==> src/rtl/nand_bbscan_pkg.sv <==
package nand_bbscan_pkg;

  typedef enum logic [1:0] {
    DEV_SLC_SMALL  = 2'd0,
    DEV_SLC_LARGE  = 2'd1,
    DEV_SLC_XLARGE = 2'd2,
    DEV_MLC        = 2'd3
  } dev_class_e;

  typedef enum logic [1:0] {
    ST_IDLE   = 2'd0,
    ST_READ   = 2'd1,
    ST_COMMIT = 2'd2,
    ST_DONE   = 2'd3
  } scan_state_e;

  // Main-area size in bytes for each class
  function automatic int unsigned main_bytes(dev_class_e c);
    case (c)
      DEV_SLC_SMALL:  return 512;
      DEV_SLC_XLARGE: return 4096;
      default:        return 2048;
    endcase
  endfunction

  // Word-wide access applies to every class except the very large page
  function automatic logic word_access(dev_class_e c, logic x16);
    return x16 && (c != DEV_SLC_XLARGE);
  endfunction

  // Number of marker reads per block (1 or 2)
  function automatic logic [1:0] marker_reads(dev_class_e c, logic x16);
    if (c == DEV_SLC_XLARGE) return 2'd2;
    if (c == DEV_SLC_LARGE && !x16) return 2'd2;
    return 2'd1;
  endfunction

  // Spare column of marker number idx
  function automatic int unsigned marker_col(dev_class_e c, logic x16, logic idx);
    int unsigned base;
    base = word_access(c, x16) ? main_bytes(c) / 2 : main_bytes(c);
    if (c == DEV_SLC_SMALL && !x16) return base + 5;
    if (idx) return base + 5;
    return base;
  endfunction

  // Erased test on returned data
  function automatic logic marker_erased(logic [15:0] d, logic wide);
    return wide ? (d == 16'hFFFF) : (d[7:0] == 8'hFF);
  endfunction

endpackage

==> src/rtl/bbscan_locate.sv <==
module bbscan_locate
  import nand_bbscan_pkg::*;
#(
  parameter int COL_W = 13
)(
  input  dev_class_e       cls,
  input  logic             x16,
  input  logic             idx,
  output logic [COL_W-1:0] col,
  output logic [1:0]       n_reads,
  output logic             wide
);
  always_comb begin
    col     = COL_W'(marker_col(cls, x16, idx));
    n_reads = marker_reads(cls, x16);
    wide    = word_access(cls, x16);
  end
endmodule

==> src/rtl/bbscan_ctrl.sv <==
module bbscan_ctrl
  import nand_bbscan_pkg::*;
#(
  parameter int BLK_W  = 6,
  parameter int PAGE_W = 6
)(
  input  logic              clk,
  input  logic              rst_n,
  input  logic              start,
  input  logic [1:0]        cfg_class,
  input  logic              cfg_x16,
  input  logic              rsp_valid,
  input  logic [15:0]       rsp_data,
  input  logic [1:0]        n_reads,
  input  logic              wide,
  output dev_class_e        cls_q,
  output logic              x16_q,
  output logic              idx,
  output logic              rd_req,
  output logic [BLK_W-1:0]  rd_blk,
  output logic [PAGE_W-1:0] rd_page,
  output logic              blk_commit,
  output logic              blk_bad,
  output logic              scan_clear,
  output logic              busy,
  output logic              done
);
  scan_state_e      st;
  logic [BLK_W-1:0] blk;
  logic             all_ok;
  logic             marker_hit;
  logic             last_marker;
  logic             hit_erased;

  assign marker_hit  = (st == ST_READ) && rsp_valid;
  assign last_marker = idx || (n_reads == 2'd1);
  assign hit_erased  = marker_erased(rsp_data, wide);
  assign scan_clear  = start && (st == ST_IDLE || st == ST_DONE);

  always_ff @(posedge clk or negedge rst_n) begin
    if (!rst_n) begin
      st     <= ST_IDLE;
      blk    <= '0;
      idx    <= 1'b0;
      all_ok <= 1'b1;
      cls_q  <= DEV_SLC_SMALL;
      x16_q  <= 1'b0;
    end else begin
      case (st)
        ST_IDLE, ST_DONE: begin
          if (start) begin
            st     <= ST_READ;
            blk    <= '0;
            idx    <= 1'b0;
            all_ok <= 1'b1;
            cls_q  <= dev_class_e'(cfg_class);
            x16_q  <= cfg_x16;
          end
        end
        ST_READ: begin
          if (marker_hit) begin
            all_ok <= all_ok & hit_erased;
            if (last_marker) st <= ST_COMMIT;
            else             idx <= 1'b1;
          end
        end
        default: begin
          all_ok <= 1'b1;
          idx    <= 1'b0;
          if (blk == '1) st <= ST_DONE;
          else begin
            blk <= blk + 1'b1;
            st  <= ST_READ;
          end
        end
      endcase
    end
  end

  assign rd_req     = (st == ST_READ);
  assign rd_blk     = blk;
  assign rd_page    = (cls_q == DEV_MLC) ? '1 : '0;
  assign blk_commit = (st == ST_COMMIT);
  assign blk_bad    = ~all_ok;
  assign busy       = (st == ST_READ) || (st == ST_COMMIT);
  assign done       = (st == ST_DONE);
endmodule

==> src/rtl/bbscan_map.sv <==
module bbscan_map #(
  parameter int BLK_W = 6
)(
  input  logic             clk,
  input  logic             rst_n,
  input  logic             clr,
  input  logic             wr_en,
  input  logic [BLK_W-1:0] wr_blk,
  input  logic             wr_bad,
  input  logic [BLK_W-1:0] rd_addr,
  output logic             rd_bad,
  output logic [BLK_W:0]   bad_count
);
  localparam int NBLK = 1 << BLK_W;

  logic [NBLK-1:0] bits;

  always_ff @(posedge clk or negedge rst_n) begin
    if (!rst_n) begin
      bits      <= '0;
      bad_count <= '0;
    end else begin
      if (clr)                  bad_count <= '0;
      else if (wr_en && wr_bad) bad_count <= bad_count + 1'b1;
      if (wr_en) bits[wr_blk] <= wr_bad;
    end
  end

  assign rd_bad = bits[rd_addr];
endmodule

==> src/rtl/nand_bbscan.sv <==
module nand_bbscan
  import nand_bbscan_pkg::*;
#(
  parameter int BLK_W  = 6,
  parameter int PAGE_W = 6,
  parameter int COL_W  = 13
)(
  input  logic              clk,
  input  logic              rst_n,
  input  logic              start,
  input  logic [1:0]        cfg_class,
  input  logic              cfg_x16,
  output logic              rd_req,
  output logic [BLK_W-1:0]  rd_blk,
  output logic [PAGE_W-1:0] rd_page,
  output logic [COL_W-1:0]  rd_col,
  input  logic              rsp_valid,
  input  logic [15:0]       rsp_data,
  input  logic [BLK_W-1:0]  map_addr,
  output logic              map_bad,
  output logic [BLK_W:0]    bad_count,
  output logic              busy,
  output logic              done
);
  dev_class_e cls_q;
  logic       x16_q;
  logic       idx;
  logic [1:0] n_reads;
  logic       wide;
  logic       blk_commit;
  logic       blk_bad;
  logic       scan_clear;

  bbscan_locate #(.COL_W(COL_W)) loc_i (
    .cls(cls_q), .x16(x16_q), .idx(idx),
    .col(rd_col), .n_reads(n_reads), .wide(wide)
  );

  bbscan_ctrl #(.BLK_W(BLK_W), .PAGE_W(PAGE_W)) ctrl_i (
    .clk(clk), .rst_n(rst_n), .start(start),
    .cfg_class(cfg_class), .cfg_x16(cfg_x16),
    .rsp_valid(rsp_valid), .rsp_data(rsp_data),
    .n_reads(n_reads), .wide(wide),
    .cls_q(cls_q), .x16_q(x16_q), .idx(idx),
    .rd_req(rd_req), .rd_blk(rd_blk), .rd_page(rd_page),
    .blk_commit(blk_commit), .blk_bad(blk_bad), .scan_clear(scan_clear),
    .busy(busy), .done(done)
  );

  bbscan_map #(.BLK_W(BLK_W)) map_i (
    .clk(clk), .rst_n(rst_n), .clr(scan_clear),
    .wr_en(blk_commit), .wr_blk(rd_blk), .wr_bad(blk_bad),
    .rd_addr(map_addr), .rd_bad(map_bad), .bad_count(bad_count)
  );
endmodule

==> config.mk <==
export PLATFORM = sky130hd
export DESIGN_NAME = nand_bbscan
export DESIGN_NICKNAME = d
export VERILOG_FILES = /design/src/rtl/nand_bbscan_pkg.sv /design/src/rtl/bbscan_locate.sv /design/src/rtl/bbscan_ctrl.sv /design/src/rtl/bbscan_map.sv /design/src/rtl/nand_bbscan.sv
export SDC_FILE = /design/constraint.sdc
export NUM_CORES = 1
export LEC_CHECK = 0
export ABC_CLOCK_PERIOD_IN_PS = 1900
export CORE_AREA = 10 10 101 103
export CTS_CLUSTER_DIAMETER = 40
export DETAILED_ROUTE_END_ITERATION = 16
export DIE_AREA = 0 0 111 113
export DONT_BUFFER_PORTS = 1
export MAX_ROUTING_LAYER = met4
export PLACE_DENSITY_LB_ADDON = 0.1
export SLEW_MARGIN = 20
export SYNTH_ARGS = -nofsm -noshare
export SYNTH_HDL_FRONTEND = slang
export SYNTH_SLANG_ARGS = --single-unit
==> constraint.sdc <==
create_clock -name clk -period 1.9 [get_ports clk]
set_input_delay 0.38 -clock clk [delete_from_list [all_inputs] [get_ports clk]]
set_output_delay 0.38 -clock clk [all_outputs]
set_load 0.01 [all_outputs]
# After elaboration in Yosys (flattened, before gate mapping)
# Cells that the tools add are included.
# totals
reg_bits	84
in_bits	29
out_inout_bits	36
elab_cells	93
# classes
addsub	3
n_lt_le_gt_ge	3
eq_ne	16
muxes	40
n_bitwise	3
n_reduce_logical	20
# ops
op	count
$mux W13	5
$bwmux W64	1
$pmux W13 S2	1
$mux W6	3
$eq A16 B16 Y1 const B	1
$mux W2	8
$lt A6 B7 Y1 const B	2
$mux W1	14
$mux W7	2
$add A13 B3 Y13 const B	1
$pmux W6 S2	1
$reduce_and A3 Y1	3
$eq A2 B2 Y1 const B	4
$eq A8 B8 Y1 const B	1
$ne A2 B2 Y1 const B	4
$add A7 B1 Y7 const B	1
$logic_and A1 B1 Y1	7
$add A6 B1 Y6 const B	1
$bmux W1 S6	1
$demux W1 S6	1
$eq A2 B1 Y1 const B	3
$eq A6 B6 Y1 const B	1
$ge A6 B1 Y1 const B	1
$logic_not A2 Y1	2
10 further kinds	16

# Depth between registers and ports, before layout
# Gate-level depths: netlist (run 1).
# logic_depth
ltp_word	11
depth_mapped	8
ltp_nobuf	7

# Cells and area by module
# From an unflattened synthesis (run 1), not the netlist that was laid out.
# hier_totals
hier_cells	409
area_unflattened_um2	4665.7
# modules_own_cells
module	instances	cells_each	area_per_inst_um2	seq_area_each_um2
bbscan_map	1	298	3648.5	1776.7
bbscan_ctrl	1	93	893.4	326.6
bbscan_locate	1	18	123.9	0.0

# Least setup slack after synthesis (run 1)
# Ideal clock, no wire load.
# synth_path
path_kind	input -> output
from	in map_addr[0]
to	out map_bad
arrival_ns	1.547
required_ns	1.520
setup_slack_ns	-0.027
cell_stages	6
n_path_buf	1
path_cell_list	buf_6 mux4_2 o2111ai_1 nand3_1 a211oi_2 a211oi_2
# synth_between
elab_chain_len	2
# synth_lines
element	line	source
from (decl)	nand_bbscan.sv:19	input logic [BLK_W-1:0] map_addr,
$bmux W1 S6	bbscan_map.sv:29	assign rd_bad = bits[rd_addr];
$mux W1 (not written as such)	bbscan_map.sv:29	
to (decl)	nand_bbscan.sv:20	output logic map_bad,
# No other way between the ends. The select of a mux whose other input is x is not followed.

# Worst setup path in the final report (run 1)
# layout_path
from	reg map_i.bits[52]
to	out map_bad
# layout_between
elab_chain_len	2
# layout_lines
element	line	source
from (decl)	bbscan_map.sv:16	logic [NBLK-1:0] bits;
from (signal, indexed assignment)	bbscan_map.sv:25	if (wr_en) bits[wr_blk] <= wr_bad;
$bmux W1 S6	bbscan_map.sv:29	
$mux W1 (not written as such)	bbscan_map.sv:29	
# No other way between the ends. The select of a mux whose other input is x is not followed.

==> results of run 1 <==
-- kinds of logic after synthesis --
family / after synthesis
buffers and inverters: 63
xor gates and xnor gates: 6
other: 1
AOI/OAI and AO/OA: 159
adders and majority gates: 6
and+or+nand+nor: 88
DFF: 84
muxes: 25
-- critical path: stages, from the launching register on --
cell and delay, ns:
dfrtp_1 0.40, mux4_2 0.48, o2111ai_2 0.19, nand3_2 0.10, a211oi_2 0.17, a211oi_2 0.13
-- sequential cells by signal (all words and copies together) (netlist names) --
signal	count
ctrl_i.all_ok	1
ctrl_i.cls_q	2
ctrl_i.idx	1
ctrl_i.rd_blk	6
ctrl_i.st	2
ctrl_i.x16_q	1
map_i.bad_count	7
map_i.bits	64
-- stage by stage --
| step | cells | utilization (%) | hold WS (ns) |
|---|---|---|---|
| after detailed placement | 520 | 56.04 | 0.08779 |
| after global routing | 534 | 58.74 | -0.3186 |
| after floorplan | 437 | - | 0.08441 |
| after CTS | 534 | 58.56 | -0.3017 |
| after global placement | 520 | 56.04 | 0.08731 |
| final | 534 | 58.74 | -0.2873 |
-- routing by layer --
metal,vias to the layer above,GRT usage [%]
met5,-,-
met4,0,5.990
met3,8,5.335
met2,116,27.20
met1,1579,21.07
li1,1590,-
-- synthesized netlist by cell type (4+ instances only) --
library cell,number,area (um2)
nand2_1,15,56.30
nand3_1,12,60.06
nand2b_1,5,31.28
a21oi_1,4,20.02
dfrtp_1,83,2077
o31ai_1,64,480.5
mux2i_1,9,90.09
mux4_2,11,247.7
mux2_2,4,45.04
and2_1,4,25.02
nor2b_1,6,37.54
inv_1,12,45.04
nor3_1,4,20.02
nor2_1,19,71.32
buf_4,12,90.09
ha_1,6,75.07
buf_2,7,35.03
clkbuf_1,31,116.4
nand4_1,5,31.28
o21ai_0,71,355.3
-- power breakdown --
group | internal [mW] | switching (mW)
sequential | 2.00 | 0.171
combinational | 0.677 | 1.07
clock | 0.724 | 0.632
-- cell type report --
cell class                 count  area, um2  area share [%]
timing repair buffer          29      230.2           4.818
multi-input combinational    290       2066           43.23
clock buffer                   9      123.9           2.592
inverter                      12      45.04          0.9427
sequential                    84       2103           44.02
tap                          105      131.4           2.749
clock inverter                 5      78.83           1.650
-- path summary, 6_finish.rpt --
kind / depth (start not counted) / startpoint / slack (ns) / end
max: 5 / map_i.bits[52]$_DFFE_PN0P_ / -0.30 / map_bad
min: 0 / rst_n / -0.29 / map_i.bits[29]$_DFFE_PN0P_
max reg2reg: 7 / ctrl_i.st[0]$_DFFE_PN0P_ / 0.18 / ctrl_i.rd_blk[3]$_DFFE_PN0P_
min reg2reg: 2 / map_i.bits[10]$_DFFE_PN0P_ / 0.51 / map_i.bits[10]$_DFFE_PN0P_
max in group asynchronous: 0 / rst_n / 1.97 / ctrl_i.all_ok$_DFFE_PN1P_
min in group clk: 1 / cfg_class[1] / 0.17 / ctrl_i.cls_q[1]$_DFFE_PN0P_
-- repair_timing --
| action | CTS | global route |
|---|---|---|
| setup endpoints to repair | 1 | 4 |
| pin swaps | 1 | 0 |
| gates resized for setup | 2 | 3 |
| endpoints found under the hold margin | 84 | 84 |
==> metrics.md, run 1 <==
| Metric | Value |
|---|---|
| Adder-Cell Fraction of Synth Area | `1.694%` |
| Total Power | `5.271 mW` |
| Fin Setup TNS | `-0.2997 ns` |
| CP endpoint kind | `output port` |
| Vias in the first global route | `3349` |
| Pin count of the biggest net entering global routing | `85` |
| Share of layout cells above drive strength 1 | `16.32%` |
| DR DRC count | `0` |
| Starting Density | `54.47%` |
| Core Rows | `33` |
| Die width | `111 um` |
| Largest family of logic cells by synthesized area | `compound AO/OA/AOI/OAI gates` |
| Die ar. | `0.01254 mm2` |
| Data arrival, critical path | `1.82 ns` |
| Post-synth cell types | `49` |
| GRT overflow | `0` |
| H-tree depth | `3` |
| First-pass detailed-route iteration total | `5` |
| Multiplexer share of the synthesized area | `9.235%` |
| Setup CP Type | `reg -> out` |
| Register bit count reported by yosys | `84` |
| # port buffers | `0` |
| CP Launch Type | `register` |
| Remaining antenna violation count after routing | `0` |
| # IOs | `65` |
| Routed vias | `3293` |
| CP Data Required Time | `1.52 ns` |
| Maximum clock rate | `0.4546 GHz` |
| CTS tree | `done` |
| Final hold vios | `84` |
| Mapped Cells | `432` |
| Leakage power | `2.039 nW` |
| Failing checks | `hold timing, setup timing` |
| Pwr Density | `1103 mW/mm2` |
| Critical path peak fanout | `2` |
| Die Y | `113 um` |
| Synth Area in Simple Gates | `10.39%` |
| Period utilization | `115.8%` |
| Post-synth EDFFs | `0` |
| Tightest Pin Transition | `0.5234 ns` |
| Most common cell after layout, fill and taps aside | `dfrtp_1` |
| Worst hold-check path type | `in -> async` |
| Fin worst setup slack | `-0.2997 ns` |
| Xor and xnor area share after synthesis | `1.186%` |
| Mapped Area | `0.004430 mm2` |
| Dpl ws | `-0.01924 ns` |
| Fin area | `0.004778 mm2` |
| Synthesized area per cell | `10.26 um2` |
| Global-route wire length before repair | `17.52 mm` |
| Via-to-Cell Ratio | `6.167` |
| Clock Pin Slew Worst Setup and Hold Paths | `0.08 ns` |
| # clock sinks | `84` |
| Clk_lat worst skew | `0.35 ns` |
| Post-synthesis compound-gate area fraction | `23.21%` |
| Fill count | `706` |
| Yosys warns | `0` |
| Drt wl/cell | `19.69 um` |
| Placer Congestion | `0.7882` |
| Status | `finished with violations` |
| Highest Signal Layer | `met4` |
| Synth-to-Final Area Change | `7.851%` |
| Worst slew margin | `65.00%` |
| Metal2 WL | `5.005 mm` |
| # diodes | `0` |
| Met3 WL | `769 um` |
| Net count, final | `461` |
| Max Buffers Root-to-Sink | `2` |
| Total GRT Usage | `17.43%` |
| Iter 0 DRT Violations | `178` |
| Commonest cells after routing, fill and taps aside | `dfrtp_1 (83), o21ai_0 (71), o31ai_1 (64), buf_4 (28), nor2_1 (19)` |
| Max-Cap Viols | `0` |
| Slew Viols, Final | `0` |
| VDD IR max | `0.0009640 V` |
| Final setup viols | `1` |
| Min Hold Slack | `-0.2873 ns` |
| Core area | `0.008134 mm2` |
| Post-CTS setup buffers | `0` |
| RSZ-0062 raised after global routing | `yes` |
| Post-Route M1 WL | `4.639 mm` |
| Min cycle time layout | `2.200 ns` |
| Top FF cell, synth | `dfrtp_1` |
| Initial antenna violation count | `0` |
| CTS Buf Count | `9` |
| Post-synth ARST share | `100.0%` |
| DP HPWL | `6.976 mm` |
| Post-route clock skew | `0.009637 ns` |
| Seq/Total Area, Yosys | `47.47%` |
| DRT Wirelength | `10.52 mm` |
| Clock root buffer | `clkbuf_8` |
| Placed cell areas | `0.004558 mm2` |
Power figures use the tool's default switching activity.
==> run 2: changes to the inputs <==
Settings changed: CORE_AREA 10 10 101 103 to 10 10 97 108, CTS_BUF_LIST set to sky130_fd_sc_hd__clkbuf_2, DIE_AREA 0 0 111 113 to 0 0 107 118.
==> run 2 against run 1 <==
Effect of this change: sequential share of layout area down 0.091 points; critical endpoint unchanged; wire length down 1.8%; highest routed layer unchanged; via count up 0.94%; the flow still finishes with violations (hold timing, setup timing); largest cell class unchanged; sequential cell count unchanged; cell area up 0.45%; maximum frequency down 7.6%.
==> metrics.md, run 2 (synthesis gave the netlist of run 1 again) <==
| Metric | Value |
|---|---|
| Reg2reg path depth | `6` |
| Tightest Pin Transition | `0.5204 ns` |
| DR DRC count | `0` |
| Number of flip-flops under the largest register name | `64` |
| RSZ-0062 raised after global routing | `yes` |
| R2R Setup Slk | `0.16 ns` |
| CP Launch Type | `register` |
| # IOs | `65` |
| Combinational share of power | `36.4%` |
| Clock Pin Slew Worst Setup and Hold Paths | `0.24 ns` |
| Fin worst setup slack | `-0.4814 ns` |
| Maximum clock rate | `0.4199 GHz` |
| Die width | `107 um` |
| Fin area | `0.004800 mm2` |
| Routed vias | `3324` |
| CP Data Required Time | `1.52 ns` |
| Max Buffers Root-to-Sink | `2` |
| Min Hold Slack | `-0.4863 ns` |
| Pwr Density | `1069 mW/mm2` |
| Min cycle time layout | `2.381 ns` |
| Critical path peak fanout | `2` |
| Psw | `1.897 mW` |
| Finished Layout Cells | `546` |
| # port buffers | `0` |
| Remaining antenna violation count after routing | `0` |
| Data arrival, critical path | `2.00 ns` |
| Dpl cells | `525` |
| CTS tree | `done` |
| # clock sinks | `84` |
| DP HPWL | `6.924 mm` |
| Status | `finished with violations` |
| Setup CP Type | `reg -> out` |
| Final setup viols | `1` |
| Post-layout util | `58.30%` |
| Net count, final | `465` |
| Synth-to-Final Area Change | `8.331%` |
| Max-Cap Viols | `0` |
| Internal Pwr Total | `3.234 mW` |
| Iter 0 DRT Violations | `284` |
| Most common cell after layout, fill and taps aside | `dfrtp_1` |
| Commonest cells after routing, fill and taps aside | `dfrtp_1 (79), o21ai_0 (71), o31ai_1 (64), buf_4 (27), nor2_1 (19)` |
| Worst slew margin | `65.20%` |
| Final hold vios | `84` |
| Failing checks | `hold timing, setup timing` |
| Pin count of the biggest net entering global routing | `85` |
| Share of layout cells above drive strength 1 | `18.62%` |
| H-tree depth | `3` |
| Starting Density | `53.81%` |
| DRT Wirelength | `10.33 mm` |
| Biggest register | `map_i.bits` |
| Reg2Reg Capture Point | `ctrl_i.rd_blk[4]$_DFFE_PN0P_` |
| Drt wl/cell | `18.92 um` |
| VDD IR max | `0.0008078 V` |
| Worst hold-check path type | `in -> async` |
| Reg power frac | `43.0%` |
| GRT overflow | `0` |
| CP endpoint kind | `output port` |
| Slew Viols, Final | `0` |
| Via-to-Cell Ratio | `6.088` |
| Clock share of power | `20.6%` |
| Net Sw Frac | `36.98%` |
| Post-route clock skew | `0.02568 ns` |
| # hold bufs at CTS | `3` |
| Leakage power | `2.020 nW` |
| Core Rows | `35` |
| Clk_lat worst skew | `0.52 ns` |
| Die ar. | `0.01263 mm2` |
| Vias in the first global route | `3341` |
| CTS Buf Count | `9` |
| Global-route wire length before repair | `17.20 mm` |
| Die Y | `118 um` |
| # diodes | `0` |
| Initial antenna violation count | `0` |
| Core area | `0.008233 mm2` |
| Placed cell areas | `0.004558 mm2` |
| FF-to-FF Start | `ctrl_i.st[1]$_DFFE_PN0P_` |
| Placer Congestion | `0.7962` |
| First-pass detailed-route iteration total | `4` |
| Total GRT Usage | `17.28%` |
| Clock root buffer | `clkbuf_2` |
| Period utilization | `125.3%` |
[run 2: cell types whose count changed in the layout (fill, tap and decap cells not counted), moves of 2 or more]
cell           before  now
dfrtp_1            83   79
clkbuf_2            0   10
clkbuf_8            9    0
inv_2               0    2
ha_1                6    4
dfrtp_2             0    4
dlygate4sd3_1       0    3
clkinv_2            2    0
inv_1              12    9
buf_6               0    2
[run 2: worst max-delay path, stage by stage (launching register included)]
cell and delay, ns:
dfrtp_1 0.42, mux4_2 0.50, o2111ai_2 0.18, nand3_1 0.11, a211oi_2 0.18, a211oi_2 0.13
[run 2: cell type report]
type | instances | area [um2]
flip-flops and latches | 84 | 2108
clock inverters | 6 | 88.84
clock buffers | 10 | 50.05
repair buffers | 33 | 275.3
inverters | 12 | 47.55
well taps | 111 | 138.9
fillers | 759 | 3433
multi-input cells | 290 | 2091
[run 2: metrics by stage]
| stage | setup TNS, ns | worst slack (ns) | power [mW] | hold slack, ns |
|---|---|---|---|---|
| after floorplan | 0 | 0.01271 | 3.480 | 0.08441 |
| after global placement | -0.01458 | -0.01458 | 3.893 | 0.08691 |
| after detailed placement | -0.04202 | -0.04202 | 3.924 | 0.08701 |
| after CTS | -0.5452 | -0.5452 | 5.048 | -0.5393 |
| after global routing | -0.6737 | -0.6452 | 5.501 | -0.5785 |
| final | -0.4814 | -0.4814 | 5.131 | -0.4863 |
[run 2: per-layer routing]
metal	wire, um	vias up	GRT usage (%)
met5	0	-	-
met2	5014	88	26.84
met1	4527	1631	21.22
met4	142	0	5.508
li1	-	1594	-
met3	644	11	4.819
[run 2: worst max path at each step]
stage | start | endpoint | slack (ns) | cells after the start
after CTS | map_i.bits[55]$_DFFE_PN0P_ | map_bad | -0.55 | 5
after floorplan | map_addr[2] | map_bad | 0.01 | 6
final | map_i.bits[55]$_DFFE_PN0P_ | map_bad | -0.48 | 5
after detailed placement | map_addr[0] | map_bad | -0.04 | 5
after global placement | map_addr[0] | map_bad | -0.01 | 5
after global routing | map_i.bits[55]$_DFFE_PN0P_ | map_bad | -0.65 | 5
[run 2: what timing repair did]
item	CTS	global route
gates resized for setup	7	13
hold endpoints to repair	87	84
setup endpoints to repair	5	7
pin swaps	1	4
setup buffers	1	1
[run 2: power groups by stage]
stage / sequential [mW] / clock (mW) / combinational (mW)
after floorplan: 2.18 / 0 / 1.30
after global placement: 2.20 / 0 / 1.69
after detailed placement: 2.21 / 0 / 1.71
after CTS: 2.18 / 1.09 / 1.77
after global routing: 2.25 / 1.18 / 2.07
final: 2.21 / 1.05 / 1.87
